--- src/rtl/uart_rx_pkg.sv ---
package uart_rx_pkg;
  typedef enum logic {
    ST_SEARCH = 1'b0,
    ST_FRAME  = 1'b1
  } rx_state_e;
endpackage

--- src/rtl/rx_edge_qual.sv ---
module rx_edge_qual #(
  parameter int HIST_W = 3
) (
  input  logic              clk_i,
  input  logic              rst_ni,
  input  logic              shift_i,
  input  logic              sample_i,
  input  logic              load_i,
  input  logic [HIST_W-1:0] load_val_i,
  output logic              hist_full_o
);
  logic [HIST_W-1:0] hist_q;

  always_ff @(posedge clk_i or negedge rst_ni) begin
    if (!rst_ni)      hist_q <= '0;
    else if (load_i)  hist_q <= load_val_i;
    else if (shift_i) hist_q <= {hist_q[HIST_W-2:0], sample_i};
  end

  assign hist_full_o = &hist_q;
endmodule

--- src/rtl/rx_bit_vote.sv ---
module rx_bit_vote #(
  parameter int N_CAP = 2
) (
  input  logic             clk_i,
  input  logic             rst_ni,
  input  logic [N_CAP-1:0] cap_i,
  input  logic             sample_i,
  output logic             maj_o,
  output logic             split_o
);
  logic [N_CAP-1:0] v_q;

  always_ff @(posedge clk_i or negedge rst_ni) begin
    if (!rst_ni) v_q <= '0;
    else begin
      for (int i = 0; i < N_CAP; i++)
        if (cap_i[i]) v_q[i] <= sample_i;
    end
  end

  // third vote is the live sample on the deciding tick
  assign maj_o   = (v_q[0] & v_q[1]) | (v_q[0] & sample_i) | (v_q[1] & sample_i);
  assign split_o = !((v_q[0] == v_q[1]) && (v_q[1] == sample_i));
endmodule

--- src/rtl/rx_rt_counter.sv ---
module rx_rt_counter #(
  parameter int OSR   = 16,
  parameter int NBITS = 10,
  localparam int RT_W  = $clog2(OSR + 1),
  localparam int BIT_W = $clog2(NBITS + 1)
) (
  input  logic             clk_i,
  input  logic             rst_ni,
  input  logic             start_i,
  input  logic             adv_i,
  output logic [RT_W-1:0]  rt_nxt_o,
  output logic [BIT_W-1:0] bit_nxt_o
);
  logic [RT_W-1:0]  rt_q;
  logic [BIT_W-1:0] bit_q;
  logic             wrap;

  always_comb begin
    wrap      = (rt_q == RT_W'(OSR));
    rt_nxt_o  = wrap ? RT_W'(1) : rt_q + RT_W'(1);
    bit_nxt_o = wrap ? bit_q + BIT_W'(1) : bit_q;
  end

  always_ff @(posedge clk_i or negedge rst_ni) begin
    if (!rst_ni) begin
      rt_q  <= RT_W'(1);
      bit_q <= '0;
    end else if (start_i) begin
      rt_q  <= RT_W'(1);
      bit_q <= '0;
    end else if (adv_i) begin
      rt_q  <= rt_nxt_o;
      bit_q <= bit_nxt_o;
    end
  end
endmodule

--- src/rtl/uart_rx_recover.sv ---
module uart_rx_recover
  import uart_rx_pkg::*;
#(
  parameter int DATA_W   = 8,
  parameter int OSR      = 16,
  parameter int START_P0 = 3,
  parameter int START_P1 = 5,
  parameter int START_P2 = 7
) (
  input  logic              clk_i,
  input  logic              rst_ni,
  input  logic              tick_i,
  input  logic              rxd_i,
  input  logic              clr_i,
  output logic [DATA_W-1:0] data_o,
  output logic              rdy_o,
  output logic              noise_o,
  output logic              fe_o
);
  localparam int NBITS  = DATA_W + 2;
  localparam int RT_W   = $clog2(OSR + 1);
  localparam int BIT_W  = $clog2(NBITS + 1);
  localparam int HIST_W = 3;
  localparam logic [RT_W-1:0] MID_P0 = RT_W'(OSR / 2);
  localparam logic [RT_W-1:0] MID_P1 = RT_W'(OSR / 2 + 1);
  localparam logic [RT_W-1:0] MID_P2 = RT_W'(OSR / 2 + 2);
  localparam logic [RT_W-1:0] STA_P0 = RT_W'(START_P0);
  localparam logic [RT_W-1:0] STA_P1 = RT_W'(START_P1);
  localparam logic [RT_W-1:0] STA_P2 = RT_W'(START_P2);

  rx_state_e         state_q;
  logic [RT_W-1:0]   rt_nxt;
  logic [BIT_W-1:0]  bit_nxt;
  logic [DATA_W-1:0] shreg_q;
  logic              hist_full, maj, split;
  logic              in_frame, adv, is_start, is_stop;
  logic [RT_W-1:0]   pos0, pos1, pos2;
  logic [1:0]        cap;
  logic              decide, edge_hit, early_noise, start_abort;
  logic              stop_done, data_take, restart, noise_set, fe_set;
  logic              hist_load;
  logic [HIST_W-1:0] hist_val;

  always_comb begin
    in_frame    = (state_q == ST_FRAME);
    adv         = tick_i & in_frame;
    is_start    = (bit_nxt == '0);
    is_stop     = (bit_nxt == BIT_W'(NBITS - 1));
    pos0        = is_start ? STA_P0 : MID_P0;
    pos1        = is_start ? STA_P1 : MID_P1;
    pos2        = is_start ? STA_P2 : MID_P2;
    cap[0]      = adv & (rt_nxt == pos0);
    cap[1]      = adv & (rt_nxt == pos1);
    decide      = adv & (rt_nxt == pos2);
    edge_hit    = tick_i & ~in_frame & ~rxd_i & hist_full;
    early_noise = adv & is_start & (rt_nxt == STA_P0) & rxd_i;
    start_abort = decide & is_start & maj;
    stop_done   = decide & is_stop;
    data_take   = decide & ~is_start & ~is_stop;
    restart     = early_noise | start_abort;
    noise_set   = decide & split & ~start_abort;
    fe_set      = stop_done & ~maj;
    hist_load   = restart | stop_done;
    // restart seeds one high sample; frame end starts from an empty history
    hist_val    = restart ? HIST_W'(1) : '0;
  end

  rx_edge_qual #(.HIST_W(HIST_W)) u_edge (
    .clk_i      (clk_i),
    .rst_ni     (rst_ni),
    .shift_i    (tick_i & ~in_frame),
    .sample_i   (rxd_i),
    .load_i     (hist_load),
    .load_val_i (hist_val),
    .hist_full_o(hist_full)
  );

  rx_rt_counter #(.OSR(OSR), .NBITS(NBITS)) u_cnt (
    .clk_i    (clk_i),
    .rst_ni   (rst_ni),
    .start_i  (edge_hit),
    .adv_i    (adv),
    .rt_nxt_o (rt_nxt),
    .bit_nxt_o(bit_nxt)
  );

  rx_bit_vote #(.N_CAP(2)) u_vote (
    .clk_i   (clk_i),
    .rst_ni  (rst_ni),
    .cap_i   (cap),
    .sample_i(rxd_i),
    .maj_o   (maj),
    .split_o (split)
  );

  always_ff @(posedge clk_i or negedge rst_ni) begin
    if (!rst_ni) begin
      state_q <= ST_SEARCH;
      shreg_q <= '0;
      data_o  <= '0;
      rdy_o   <= 1'b0;
      noise_o <= 1'b0;
      fe_o    <= 1'b0;
    end else begin
      rdy_o <= stop_done;
      if (edge_hit)                  state_q <= ST_FRAME;
      else if (restart || stop_done) state_q <= ST_SEARCH;
      if (data_take) shreg_q <= {maj, shreg_q[DATA_W-1:1]};
      if (stop_done) data_o <= shreg_q;
      if (noise_set)  noise_o <= 1'b1;
      else if (clr_i) noise_o <= 1'b0;
      if (fe_set)     fe_o <= 1'b1;
      else if (clr_i) fe_o <= 1'b0;
    end
  end
endmodule

--- config.mk ---
export PLATFORM = sky130hd
export DESIGN_NAME = uart_rx_recover
export DESIGN_NICKNAME = d
export VERILOG_FILES = /design/src/rtl/uart_rx_pkg.sv /design/src/rtl/rx_edge_qual.sv /design/src/rtl/rx_bit_vote.sv /design/src/rtl/rx_rt_counter.sv /design/src/rtl/uart_rx_recover.sv
export SDC_FILE = /design/constraint.sdc
export NUM_CORES = 1
export LEC_CHECK = 0
export BUFFER_PORTS_ARGS = -buffer_cell sky130_fd_sc_hd__buf_2
export CAP_MARGIN = 15
export CORE_AREA = 2 2 62 87
export CTS_BUF_LIST = sky130_fd_sc_hd__clkbuf_4
export CTS_CLUSTER_SIZE = 20
export DETAILED_ROUTE_END_ITERATION = 6
export DIE_AREA = 0 0 64 89
export GPL_TIMING_DRIVEN = 0
export PLACE_DENSITY = 0.58
export SETUP_SLACK_MARGIN = 0.02
export SLEW_MARGIN = 20
export SYNTH_ARGS = -nofsm -noshare
export SYNTH_HDL_FRONTEND = slang
export SYNTH_HIERARCHICAL = 1
export SYNTH_SLANG_ARGS = --single-unit
--- constraint.sdc ---
create_clock -name clk_i -period 5.44 [get_ports clk_i]
set_input_delay 0 -clock clk_i [delete_from_list [all_inputs] [get_ports clk_i]]
set_output_delay 0 -clock clk_i [all_outputs]
set_load 0.005 [all_outputs]
# --- Word-level counts from Yosys, hierarchy flattened ---
# Index checks and enable logic that the tools add are counted.
word_totals:
  register_bits: 34
  latchBits: 0
  ram_bits: 0
  rom_bits: 0
  inputBits: 5
  out_inout_bits: 11
  word_cells: 79
  memories: 0
classes:
  n_addsub: 2
  mul: 0
  div: 0
  n_lt_le_gt_ge: 0
  n_eq_ne: 8
  shift: 0
  muxes: 17
  n_bitwise: 31
  n_reduce_logical: 10
op_table:
  columns: ["operator", "count"]
  rows:
  - ["$mux 4", 6]
  - ["$and 1x1->1", 21]
  - ["$eq 5x4->1", 3]
  - ["$mux 5", 3]
  - ["$reduce_bool 2->1", 5]
  - ["$mux 1", 6]
  - ["$mux 3", 2]
  - ["$not 1->1", 6]
  - ["$add 5x1->5 const B", 1]
  - ["$eq 5x2->1 const B", 1]
  - ["$eq 5x5->1 const B", 1]
  - ["$add 4x1->4 const B", 1]
  - ["$eq 4x4->1 const B", 1]
  - ["$logic_not 4->1", 1]
  - ["$or 1x1->1", 4]
  - ["$reduce_and 3->1", 1]
  - ["$eq 1x1->1", 2]
  - ["$logic_and 1x1->1", 1]
  - ["$logic_not 1->1", 1]
  - ["$logic_or 1x1->1", 1]

# --- Longest topological paths before layout ---
logic_depth:
  ltp_word: 12
  ltp_mapped: 12
  mapped_depth_nobuf: 11

# --- Modules after synthesis ---
# Netlist, hierarchy kept.
by_module_without_submodules:
  columns: ["mod", "instances", "cells_each", "area_each_um2", "seq_area_each_um2"]
  rows:
  - ["uart_rx_recover", 1, 75, 989.7, 500.5]
  - ["rx_rt_counter", 1, 73, 656.9, 226.5]
  - ["rx_edge_qual", 1, 13, 137.6, 75.1]
  - ["rx_bit_vote", 1, 8, 116.4, 50.0]

# --- Worst setup path after synthesis ---
# No wires, ideal clock.
synth_timing:
  kind: "reg2reg"
  from: "reg u_cnt.rt_q[0]"
  to: "reg shreg_q[0]"
  setup_time_ps: 125
  arrival_ps: 2762
  required_ps: 5315
  path_slack_ps: 2553
  stages_incl_launch_ff: 12
  n_path_buf: 2
  synth_period_minus_slack_ps: 2887
  cell_sequence: "dfstp_2 > inv_1 > ha_1 > nand4bb_1 > buf_2 > nor2_1 > xor2_1 > nor4_4 > mux2i_1 > a2111o_1 > buf_6 > mux2_4"
synth_between:
  elab_chain_len: 8
  elab_cells_between_ends: 13
  classes_between: "add/sub: 1; eq/ne: 3; mux: 3; bitwise: 5; reduce/logical: 1"
synth_rtl:
  columns: ["element", "line", "source"]
  rows:
  - ["start, declared", "rx_rt_counter.sv:14", "logic [RT_W-1:0] rt_q;"]
  - ["start signal, assigned", "rx_rt_counter.sv:32", "rt_q <= rt_nxt_o;"]
  - ["$eq 5x5->1 *", "rx_rt_counter.sv:19", "wrap = (rt_q == RT_W'(OSR));"]
  - ["$mux 4 *", "rx_rt_counter.sv:21", "bit_nxt_o = wrap ? bit_q + BIT_W'(1) : bit_q;"]
  - ["net bit_nxt[3]", "uart_rx_recover.sv:33", "logic [BIT_W-1:0] bit_nxt;"]
  - ["$logic_not 4->1", "uart_rx_recover.sv:47", "is_start = (bit_nxt == '0);"]
  - ["$mux 4", "uart_rx_recover.sv:51", "pos2 = is_start ? STA_P2 : MID_P2;"]
  - ["$eq 5x4->1", "uart_rx_recover.sv:54", "decide = adv & (rt_nxt == pos2);"]
  - ["$and 1x1->1", "uart_rx_recover.sv:54", null]
  - ["$and 1x1->1", "uart_rx_recover.sv:59", "data_take = decide & ~is_start & ~is_stop;"]
  - ["$and 1x1->1 *", "uart_rx_recover.sv:59", null]
  - ["end signal, assigned", "uart_rx_recover.sv:108", "if (data_take) shreg_q <= {maj, shreg_q[DATA_W-1:1]};"]
  - ["end, declared", "uart_rx_recover.sv:34", "logic [DATA_W-1:0] shreg_q;"]
# Mark *: on every way through the listed nets, which the timed path passes. The rest lies on a longest branch.
# A chain may end at the register's enable or synchronous reset.

# --- Worst setup path after layout ---
layout_timing:
  from: "reg u_cnt.rt_q[0]"
  to: "reg data_o[1]"
layout_between:
  elab_chain_len: 7
  elab_cells_between_ends: 10
  classes_between: "add/sub: 1; eq/ne: 3; mux: 3; bitwise: 2; reduce/logical: 1"
layout_rtl:
  columns: ["element", "line", "source"]
  rows:
  - ["$eq 5x5->1 *", "rx_rt_counter.sv:19", null]
  - ["$mux 4 *", "rx_rt_counter.sv:21", null]
  - ["net bit_nxt[3]", "uart_rx_recover.sv:33", null]
  - ["$logic_not 4->1", "uart_rx_recover.sv:47", null]
  - ["$mux 4", "uart_rx_recover.sv:51", null]
  - ["$eq 5x4->1", "uart_rx_recover.sv:54", null]
  - ["$and 1x1->1", "uart_rx_recover.sv:54", null]
  - ["$and 1x1->1 *", "uart_rx_recover.sv:58", "stop_done = decide & is_stop;"]
  - ["end signal, assigned", "uart_rx_recover.sv:109", "if (stop_done) data_o <= shreg_q;"]
  - ["end, declared", "uart_rx_recover.sv:15", "output logic [DATA_W-1:0] data_o,"]
# Marked as above.

==> reports/summary.txt <==
DP HPWL: 2.62 mm
Ys flop type: dfrtp_1
Synth area leaders: dfrtp_1, mux2_4, mux2_2
Postcts setup bufs: 0
Top cell type's share of synthesized area: 0.434
Total power: 0.000798 W
Worst min path class: in -> reg
Setup Slack @ Placement: 2.19 ns
Worst path arrival time: 3.46 ns
CTS buffer count: 5
Slew @ Worst Pin: 0.743 ns
Core area: 4840 um^2
Ant. Diodes: 0
Final #Nets: 205
Die height: 89 um
H-tree Lvls: 2
Commonest cells post-synth: dfrtp_1, nand2_1, nor2_1
DR vias/cell: 5.07
Fin crit period: 3.24 ns
Mapped Area: 1900 um^2
Count leader, synth: dfrtp_1
Clk buf depth: 2
Layout area overhead: 13.0%
Yosys top cell by area: dfrtp_1
Vias: 1,318
CTS tree: yes
Port Buffers: 15
Clock sink count: 34
Critical path class: reg -> reg
Max Clock Freq: 309 MHz
Status: finished clean
Sequential area share after synthesis: 0.448
First-pass GRT wire length: 6.18 mm
Tot GR Track Use: 0.138
WHS: 0.169 ns
Post-cts resize count: 0
Post-Route WL: 3.54 mm
Initial Utilization: 0.393
Setup Skew: 0.0135 ns
Crit. End Element: flop
GP Congestion: 0.776
VDD IR max: 0.181 mV
Post-synth EDFFs: 0
Number of max-cap violations: 0
Share of post-route cells with drive strength above 1: 0.276
Async SR Flop Fraction: 1.00
Clk slew on worst S/H paths: 0.11 ns
Synthesized flop and latch total: 34
Avg WL per Cell: 13.6 um
Skew-Pair Late Insertion Delay: 0.33 ns
Fin crit share: 0.596
Syn_area_per_cell: 11.2 um^2
YS warnings: 6
Slew Limit Fails: 0
DR pass1 iterations: 4
Req. time, crit path: 5.66 ns
Critical-path maximum fanout: 8
Row count: 30
Antenna-violating nets left: 0
Clk root buf: clkbuf_4
Final setup fails: 0
GR Overflow Total: 0
Initial DRC count: 25
Die X: 64 um
Die area: 5700 um^2
Startpoint Class: flop
Pleak: 1.07 nW
Yosys cell types: 45
IO Pins: 16
Largest net degree at the start of global routing: 35
Pwr dens: 371 nW/um^2
Final hold vios: 0
Max-slew headroom: 0.505
Vias in the first global route: 1,325
Unrepaired setup endpoints after global routing: no
Fin util: 0.444
Initial antenna violation count: 0
Post-Syn Instances: 169
Final worst setup slack: 2.20 ns
Post-route DRC: 0
Setup tns final: 0 ns
## kinds of logic after synthesis
group | count (synthesis) | synth area share
buffers and inverters | 16 | 0.0494
adders and majority gates | 5 | 0.0329
xor gates and xnor gates | 8 | 0.0369
AOI/OAI and AO/OA | 19 | 0.0658
and+or+nand+nor | 60 | 0.197
other | 1 | 0.00197
muxes | 26 | 0.168
DFF | 34 | 0.448
## placed cells by master (no fill, tap or decap), types with 5 or more instances in the layout
| cell type | n |
|---|---|
| a21oi_1 | 6 |
| buf_2 | 16 |
| clkbuf_4 | 6 |
| dfrtp_1 | 33 |
| ha_1 | 5 |
| inv_1 | 9 |
| mux2_2 | 9 |
| mux2_4 | 9 |
| mux2i_1 | 6 |
| nand2_1 | 13 |
| nand3_1 | 7 |
| nor2_1 | 10 |
| nor2b_1 | 5 |
| xnor2_1 | 7 |
## sequential cells by signal, indices dropped and copies added (netlist names)
signal         count
data_o             8
fe_o               1
in_frame           1
noise_o            1
rdy_o              1
shreg_q            8
u_cnt/bit_q        4
u_cnt/rt_q         5
u_edge/hist_q      3
u_vote/v_q         2
## worst paths after layout
check / startpoint / end / slack (ns) / depth (start not counted)
setup / recovery: u_cnt/rt_q[0] / data_o[1] / 2.20 / 10
hold / removal: tick_i / u_vote/v_q[0] / 0.17 / 4
setup reg to reg: u_cnt/rt_q[0] / data_o[1] / 2.20 / 10
hold reg to reg: data_o[0] / data_o[0] / 0.51 / 1
max in group asynchronous: rst_ni / u_cnt/bit_q[2] / 4.70 / 2
min in group asynchronous: rst_ni / u_vote/v_q[1] / 0.26 / 2
## per-layer routing
layer,up-vias,global-route usage,part of all wire
li1,647,-,-
met1,638,0.162,0.43
met2,27,0.247,0.52
met3,6,0.0302,0.034
met4,0,0.0534,0.015
met5,-,0,0
## final cells by class
class,count,area (um^2)
Clock buffer,6,45.0
Timing Repair Buffer,18,105
Tap cell,64,80.1
Multi-Input combinational cell,120,958
Clock inverter,2,13.8
Fill cell,442,2690
Buffer,7,60.1
Sequential cell,34,852
Inverter,9,33.8
## through the flow
step / instances / area, um^2
5_1_grt: 260 / 2150
2_1_floorplan: 170 / 1900
3_5_place_dp: 249 / 2060
4_1_cts: 260 / 2150
6_report: 260 / 2150
3_3_place_gp: 249 / 2060
## where the power goes
| group | total [W] | switching, W | internal, W |
|---|---|---|---|
| Clock | 0.000140 | 0.0000839 | 0.0000557 |
| Combinational | 0.000320 | 0.000176 | 0.000144 |
| Sequential | 0.000338 | 0.0000402 | 0.000298 |
| Total | 0.000798 | 0.000300 | 0.000498 |
## worst max-delay path: stages, from the launching register on
cell and delay, ns:
dfstp_2 0.60, inv_1 0.06, ha_1 0.24, nand4bb_1 0.11
buf_2 0.19, nor2_1 0.08, xor2_1 0.20, nor4_4 0.42
mux2i_1 0.24, nor4_4 0.61, mux2_2 0.40
## timing repair
item                                   in CTS  in global routing
hold buffers                                3                  0
setup endpoints to repair                   0                  0
endpoints found under the hold margin      37                  0
No activity file was read; power rests on OpenSTA's default activity.
